`src/rtl/gpio_pkg.sv`:
```
package gpio_pkg;
  localparam int unsigned ADDR_W = 3;

  typedef enum logic [ADDR_W-1:0] {
    REG_PINS = 3'd0,
    REG_SET  = 3'd1,
    REG_CLR  = 3'd2,
    REG_ODIR = 3'd3,
    REG_IDIR = 3'd4
  } reg_sel_e;

  typedef struct packed {
    logic load;
    logic set;
    logic clr;
    logic odir;
    logic idir;
  } wr_strobe_t;
endpackage

```
`src/rtl/gpio_bitorder.sv`:
```
module gpio_bitorder #(
  parameter int unsigned WIDTH  = 32,
  parameter bit          MIRROR = 1'b0
) (
  input  logic [WIDTH-1:0] din,
  output logic [WIDTH-1:0] dout
);
  generate
    if (MIRROR) begin : g_mirror
      for (genvar i = 0; i < WIDTH; i++) begin : g_bit
        assign dout[i] = din[WIDTH-1-i];
      end
    end else begin : g_straight
      assign dout = din;
    end
  endgenerate
endmodule

```
`src/rtl/gpio_insync.sv`:
```
module gpio_insync #(
  parameter int unsigned WIDTH  = 32,
  parameter int unsigned STAGES = 2
) (
  input  logic             clk,
  input  logic             rst,
  input  logic [WIDTH-1:0] async_in,
  output logic [WIDTH-1:0] sync_out
);
  logic [WIDTH-1:0] chain_q [STAGES];

  always_ff @(posedge clk) begin
    if (rst) begin
      for (int s = 0; s < STAGES; s++) chain_q[s] <= '0;
    end else begin
      chain_q[0] <= async_in;
      for (int s = 1; s < STAGES; s++) chain_q[s] <= chain_q[s-1];
    end
  end

  assign sync_out = chain_q[STAGES-1];
endmodule

```
`src/rtl/gpio_core.sv`:
```
module gpio_core
  import gpio_pkg::*;
#(
  parameter int unsigned WIDTH = 32
) (
  input  logic             clk,
  input  logic             rst,
  input  wr_strobe_t       wr,
  input  logic [WIDTH-1:0] wmask,
  output logic [WIDTH-1:0] latch_q,
  output logic [WIDTH-1:0] dir_q
);
  logic [WIDTH-1:0] latch_d;
  logic [WIDTH-1:0] dir_d;

  always_comb begin
    latch_d = latch_q;
    if (wr.load)     latch_d = wmask;
    else if (wr.set) latch_d = latch_q | wmask;
    else if (wr.clr) latch_d = latch_q & ~wmask;
  end

  always_comb begin
    dir_d = dir_q;
    if (wr.odir)      dir_d = wmask;
    else if (wr.idir) dir_d = ~wmask;
  end

  always_ff @(posedge clk) begin
    if (rst) begin
      latch_q <= '0;
      dir_q   <= '0;
    end else begin
      latch_q <= latch_d;
      dir_q   <= dir_d;
    end
  end

  AST_SET_RAISES_ONLY: assert property (@(posedge clk) disable iff (rst)
    $past(wr.set) && !$past(wr.load) |->
      ((latch_q & $past(wmask)) == $past(wmask)) &&
      ((latch_q & ~$past(wmask)) == ($past(latch_q) & ~$past(wmask))));
  AST_CLR_LOWERS_ONLY: assert property (@(posedge clk) disable iff (rst)
    $past(wr.clr) && !$past(wr.set) && !$past(wr.load) |->
      ((latch_q & $past(wmask)) == '0) &&
      ((latch_q & ~$past(wmask)) == ($past(latch_q) & ~$past(wmask))));
  AST_DIR_HOLDS: assert property (@(posedge clk) disable iff (rst)
    !$past(wr.odir) && !$past(wr.idir) |-> $stable(dir_q));
  AST_DIR_KEEPS_LATCH: assert property (@(posedge clk) disable iff (rst)
    ($past(wr.odir) || $past(wr.idir)) && !$past(wr.load) && !$past(wr.set) &&
    !$past(wr.clr) |-> $stable(latch_q));
  AST_RESET_STATE: assert property (@(posedge clk)
    $past(rst) |-> (latch_q == '0) && (dir_q == '0));
endmodule

```
`src/rtl/gpio_rdmux.sv`:
```
module gpio_rdmux
  import gpio_pkg::*;
#(
  parameter int unsigned WIDTH = 32
) (
  input  logic              clk,
  input  logic              rst,
  input  logic              rd_en,
  input  logic [ADDR_W-1:0] rd_addr,
  input  logic [WIDTH-1:0]  pins,
  input  logic [WIDTH-1:0]  latch,
  input  logic [WIDTH-1:0]  dir,
  output logic [WIDTH-1:0]  rdata_q
);
  logic [WIDTH-1:0] sel;

  always_comb begin
    unique case (rd_addr)
      REG_PINS: sel = pins;
      REG_SET:  sel = latch;
      REG_ODIR: sel = dir;
      REG_IDIR: sel = ~dir;
      default:  sel = '0;
    endcase
  end

  always_ff @(posedge clk) begin
    if (rst)        rdata_q <= '0;
    else if (rd_en) rdata_q <= sel;
    else            rdata_q <= '0;
  end

  AST_RD_IDLE_ZERO: assert property (@(posedge clk) disable iff (rst)
    !$past(rd_en) |-> rdata_q == '0);
  AST_RD_SET_IS_LATCH: assert property (@(posedge clk) disable iff (rst)
    $past(rd_en) && ($past(rd_addr) == REG_SET) |-> rdata_q == $past(latch));
endmodule

```
`src/rtl/mmio_gpio.sv`:
```
module mmio_gpio
  import gpio_pkg::*;
#(
  parameter int unsigned WIDTH  = 32,
  parameter bit          MIRROR = 1'b0
) (
  input  logic              clk,
  input  logic              rst,
  input  logic [ADDR_W-1:0] bus_addr,
  input  logic              bus_we,
  input  logic [WIDTH-1:0]  bus_wdata,
  input  logic              bus_re,
  output logic [WIDTH-1:0]  bus_rdata,
  output logic [WIDTH-1:0]  pad_out,
  output logic [WIDTH-1:0]  pad_oe,
  input  logic [WIDTH-1:0]  pad_in
);
  localparam int unsigned SYNC_STAGES = 2;

  wr_strobe_t       wr;
  logic [WIDTH-1:0] wmask_line;
  logic [WIDTH-1:0] latch_line;
  logic [WIDTH-1:0] dir_line;
  logic [WIDTH-1:0] pins_line;
  logic [WIDTH-1:0] rdata_line;

  always_comb begin
    wr      = '0;
    wr.load = bus_we && (bus_addr == REG_PINS);
    wr.set  = bus_we && (bus_addr == REG_SET);
    wr.clr  = bus_we && (bus_addr == REG_CLR);
    wr.odir = bus_we && (bus_addr == REG_ODIR);
    wr.idir = bus_we && (bus_addr == REG_IDIR);
  end

  gpio_bitorder #(.WIDTH(WIDTH), .MIRROR(MIRROR)) u_wr_order (
    .din  (bus_wdata),
    .dout (wmask_line)
  );

  gpio_core #(.WIDTH(WIDTH)) u_core (
    .clk     (clk),
    .rst     (rst),
    .wr      (wr),
    .wmask   (wmask_line),
    .latch_q (latch_line),
    .dir_q   (dir_line)
  );

  gpio_insync #(.WIDTH(WIDTH), .STAGES(SYNC_STAGES)) u_sync (
    .clk      (clk),
    .rst      (rst),
    .async_in (pad_in),
    .sync_out (pins_line)
  );

  gpio_rdmux #(.WIDTH(WIDTH)) u_rd (
    .clk     (clk),
    .rst     (rst),
    .rd_en   (bus_re),
    .rd_addr (bus_addr),
    .pins    (pins_line),
    .latch   (latch_line),
    .dir     (dir_line),
    .rdata_q (rdata_line)
  );

  gpio_bitorder #(.WIDTH(WIDTH), .MIRROR(MIRROR)) u_rd_order (
    .din  (rdata_line),
    .dout (bus_rdata)
  );

  assign pad_out = latch_line;
  assign pad_oe  = dir_line;

  AST_UNMAPPED_WRITE_NOP: assert property (@(posedge clk) disable iff (rst)
    $past(bus_we) && ($past(bus_addr) > REG_IDIR) |->
      $stable(pad_out) && $stable(pad_oe));
  AST_LOAD_REACHES_PAD: assert property (@(posedge clk) disable iff (rst)
    $past(wr.load) |-> pad_out == $past(wmask_line));
endmodule

```
`config.mk`:
```
export PLATFORM = sky130hd
export DESIGN_NAME = mmio_gpio
export DESIGN_NICKNAME = d
export VERILOG_FILES = /design/src/rtl/gpio_pkg.sv /design/src/rtl/gpio_bitorder.sv /design/src/rtl/gpio_insync.sv /design/src/rtl/gpio_core.sv /design/src/rtl/gpio_rdmux.sv /design/src/rtl/mmio_gpio.sv
export SDC_FILE = /design/constraint.sdc
export NUM_CORES = 1
export LEC_CHECK = 0
export ABC_AREA = 1
export BUFFER_PORTS_ARGS = -buffer_cell sky130_fd_sc_hd__buf_2
export CAP_MARGIN = 20
export CORE_MARGIN = 1.5
export CORE_UTILIZATION = 42
export DETAILED_ROUTE_END_ITERATION = 7
export GPL_TIMING_DRIVEN = 0
export PLACE_DENSITY = 0.66
export SYNTH_ARGS = -nofsm -noshare
export SYNTH_HDL_FRONTEND = slang
export SYNTH_SLANG_ARGS = --single-unit
```
`constraint.sdc`:
```
create_clock -name clk -period 1.2 [get_ports clk]
set_input_delay 0.06 -clock clk [delete_from_list [all_inputs] [get_ports clk]]
set_output_delay 0.06 -clock clk [all_outputs]
set_load 0.1 [all_outputs]
```
==> run_results.csv <==
group,metric,value,unit
synthesis,synth_top_area_frac,0.506,
synthesis,ys_types,15,
floorplanning,core,14600,um2
power,internal_power,9610,uW
routing,drc,7,
worst_setup_path,crit_required,1.14,ns
synthesis,synth-simple-area-share,0.322,
synthesis,synth_edf_count,0,
synthesis,avgSynthCellArea,6.77,um2
run_status,status,"finished with violations",
global_route,grt_max_degree,17,
worst_setup_path,path_max_fanout,3,
cells_and_area,syn2layout_area_growth,41.7,%
floorplanning,ioPinCount,167,
synthesis,synth-compound-area-share,0.0751,
place,gp_congestion,0.798,
floorplanning,rows,44,
power,power.share.sequential,0.423,
worst_setup_path,end_kind,"output port",
floorplanning,dieArea,15800,um2
sta,rsz0062_at_grt,"false",
synthesis,synth-adder-area-share,0,
worst_setup_path,critPathLaunchType,"flop",
sta,worst_pin_slew,0.601,ns
synthesis,synthArstFlopShare,0,
synthesis,syn_inst,935,
power,p_leak,0.00437,uW
place,port-buffer-count,165,
routing,drt_iter0_drc,420,
global_route,grt_overflow,0,
global_route,grt_pass1_wl,31500,um
clock_network,cts_sinks,160,
floorplanning,die_w,126,um
cells_and_area,final_nets,1255,
routing,via_count,6491,
sta,maxSlewViolCount,0,
worst_setup_path,cp_num_buf_inv,1,
sta,setup_viol,0,
run,maxCapViolations,0,
synthesis,yosys.area.top_type,"dfxtp_1",
clock_network,post-cts-setup-buffer-count,0,
sta,hold_slack,0.0768,ns
synthesis,ys.warnings.count,0,
power,irDropWorstVdd,1060,uV
sta,period_minus_slack,1.15,ns
synthesis,synth_top_family_by_area,"simple AND/OR/NAND/NOR gates",
sta,fin_crit_sh,0.957,
synthesis,syn_area,6330,um2
synthesis,synth_mux_area_frac,0,
power,p_total,13500,uW
synthesis,ys.flop_type,"dfxtp_1",
clock_network,ctsHtreeMaxLevel,4,
global_route,grt_usage,0.257,
routing,ant_nets,0,
clock_network,cts-root-buf,"clkbuf_16",
routing,dr.pass1.iters,8,
worst_setup_path,arrival,1.09,ns
power,combPwrFrac,0.168,
synthesis,seq_area_frac_synth,0.506,
clock_network,clkSlewWorstSetupHoldPaths,0.06,ns
sta,clock-skew-final,0.00615,ns
global_route,grt_pass1_vias,6048,
hold_path,worst_hold_path_type,"primary input to flop",
cells_and_area,design_area,8970,um2
routing,wl,20100,um
routing,wl_per_cell,14.5,um
power,switching_power,3850,uW
floorplanning,start_util,0.432,
power,clkPwrFrac,0.409,
worst_setup_path,slowest_delay,0.36,ns
global_route,antenna_found_initial,2,
synthesis,synthTopCellsByArea,"dfxtp_1 (51%), nand2_1 (17%), nor2_1 (12%), inv_1 (6.0%), o21ai_0 (3.4%)",
sta,fmax,870,MHz
worst_setup_path,crit_chain,"buf_4",
power,swShare,0.286,
floorplanning,die_height,126,um
worst_setup_path,path_class,"flop to output port",
power,power_density,1500,nW/um2
clock_network,clock_path_buffers,2,
clock_network,numCtsBuffers,17,
worst_setup_path,critPathTopFamily,"flip-flops",
sta,hold_viol,0,
sta,max_slew_margin,0.599,
place,placed_cell_area,7470,um2
synthesis,synthTopCellsByCount,"nand2_1 (295), nor2_1 (195), dfxtp_1 (160)",
clock_network,clock_latency,0.42,ns
routing,vias_per_cell,4.70,
place,place_hpwl,13100,um
worst_setup_path,slowest_stage,"dfxtp_2",
synthesis,ys_ff_latch,160,
cells_and_area,drive_above_1_share,0.245,
run_status,violations,"DRC",
synthesis,synth_xor_area_frac,0,
sta,setup_tns,0,ns
synthesis,syn-num-nets,1006,
clock_network,cts_tree,"yes",
synthesis,yosysMostFrequentCell,"nand2_1",
-- per-stage QoR --
step	instances	setup slack, ns	util
3_3_place_gp	1284	-0.451	0.510
3_5_place_dp	1284	-0.471	0.510
2_1_floorplan	935	0.107	-
4_1_cts	1380	0.00873	0.611
5_1_grt	1382	0.0103	0.613
6_report	1382	0.0511	0.613
-- final cells by class --
class	instances	area [um2]
repair buffers	230	1720
flip-flops and latches	160	3280
fillers	1346	5670
clock buffers	25	485
diodes	2	5.00
multi-input cells	623	2520
well taps	184	230
plain buffers	51	250
inverters	101	379
clock inverters	6	105
-- cells in the final DEF (no fill, tap or decap), drive strengths merged --
master	instances
nand2	296
nor2	196
buf	189
dfxtp	160
inv	101
dlygate4sd3	65
o21ai	63
clkbuf	52
nand3	34
a21oi	32
clkinv	3
bufinv	3
diode	2
nor3	2
-- logic make-up after synthesis --
kind of cell,Yosys count
buf+inv,152
flops,160
compound gates,95
simple gates,528
-- what timing repair did --
| action | 4_1_cts | 5_1_grt |
|---|---|---|
| gates cloned | 0 | 0 |
| resized for setup | 99 | 23 |
| hold buffers | 65 | 0 |
| endpoints found under the hold margin | 76 | 0 |
| setup endpoints to repair | 117 | 67 |
-- layer usage --
layer | global-route usage | up-vias | routed length, um
met3 | 0.0578 | 34 | 1290
li1 | - | 3309 | -
met1 | 0.320 | 2926 | 8830
met4 | 0.0960 | 0 | 418
met5 | 0 | - | 0
met2 | 0.437 | 222 | 9560
-- power groups by stage --
| stage | Clock [uW] | Combinational, uW | Sequential [uW] |
|---|---|---|---|
| 6_report | 5500 | 2260 | 5690 |
| 5_1_grt | 5810 | 2410 | 5720 |
| 4_1_cts | 5550 | 2240 | 5690 |
| 3_5_place_dp | 0 | 1990 | 5800 |
| 3_3_place_gp | 0 | 1980 | 5800 |
| 2_1_floorplan | 0 | 586 | 6680 |
-- path summary, 6_finish.rpt --
| path | depth (start not counted) | slack [ns] | start | endpoint |
|---|---|---|---|---|
| setup / recovery | 1 | 0.05 | flop | pad_out[8] |
| hold / removal | 4 | 0.08 | bus_addr[1] | flop |
| setup reg to reg | 4 | 0.41 | u_core.dir_q[9] | u_rd.rdata_q[9] |
| hold reg to reg | 2 | 0.40 | u_sync.chain_q[0][5] | u_sync.chain_q[0][37] |
(Power assumes the default switching activity.)
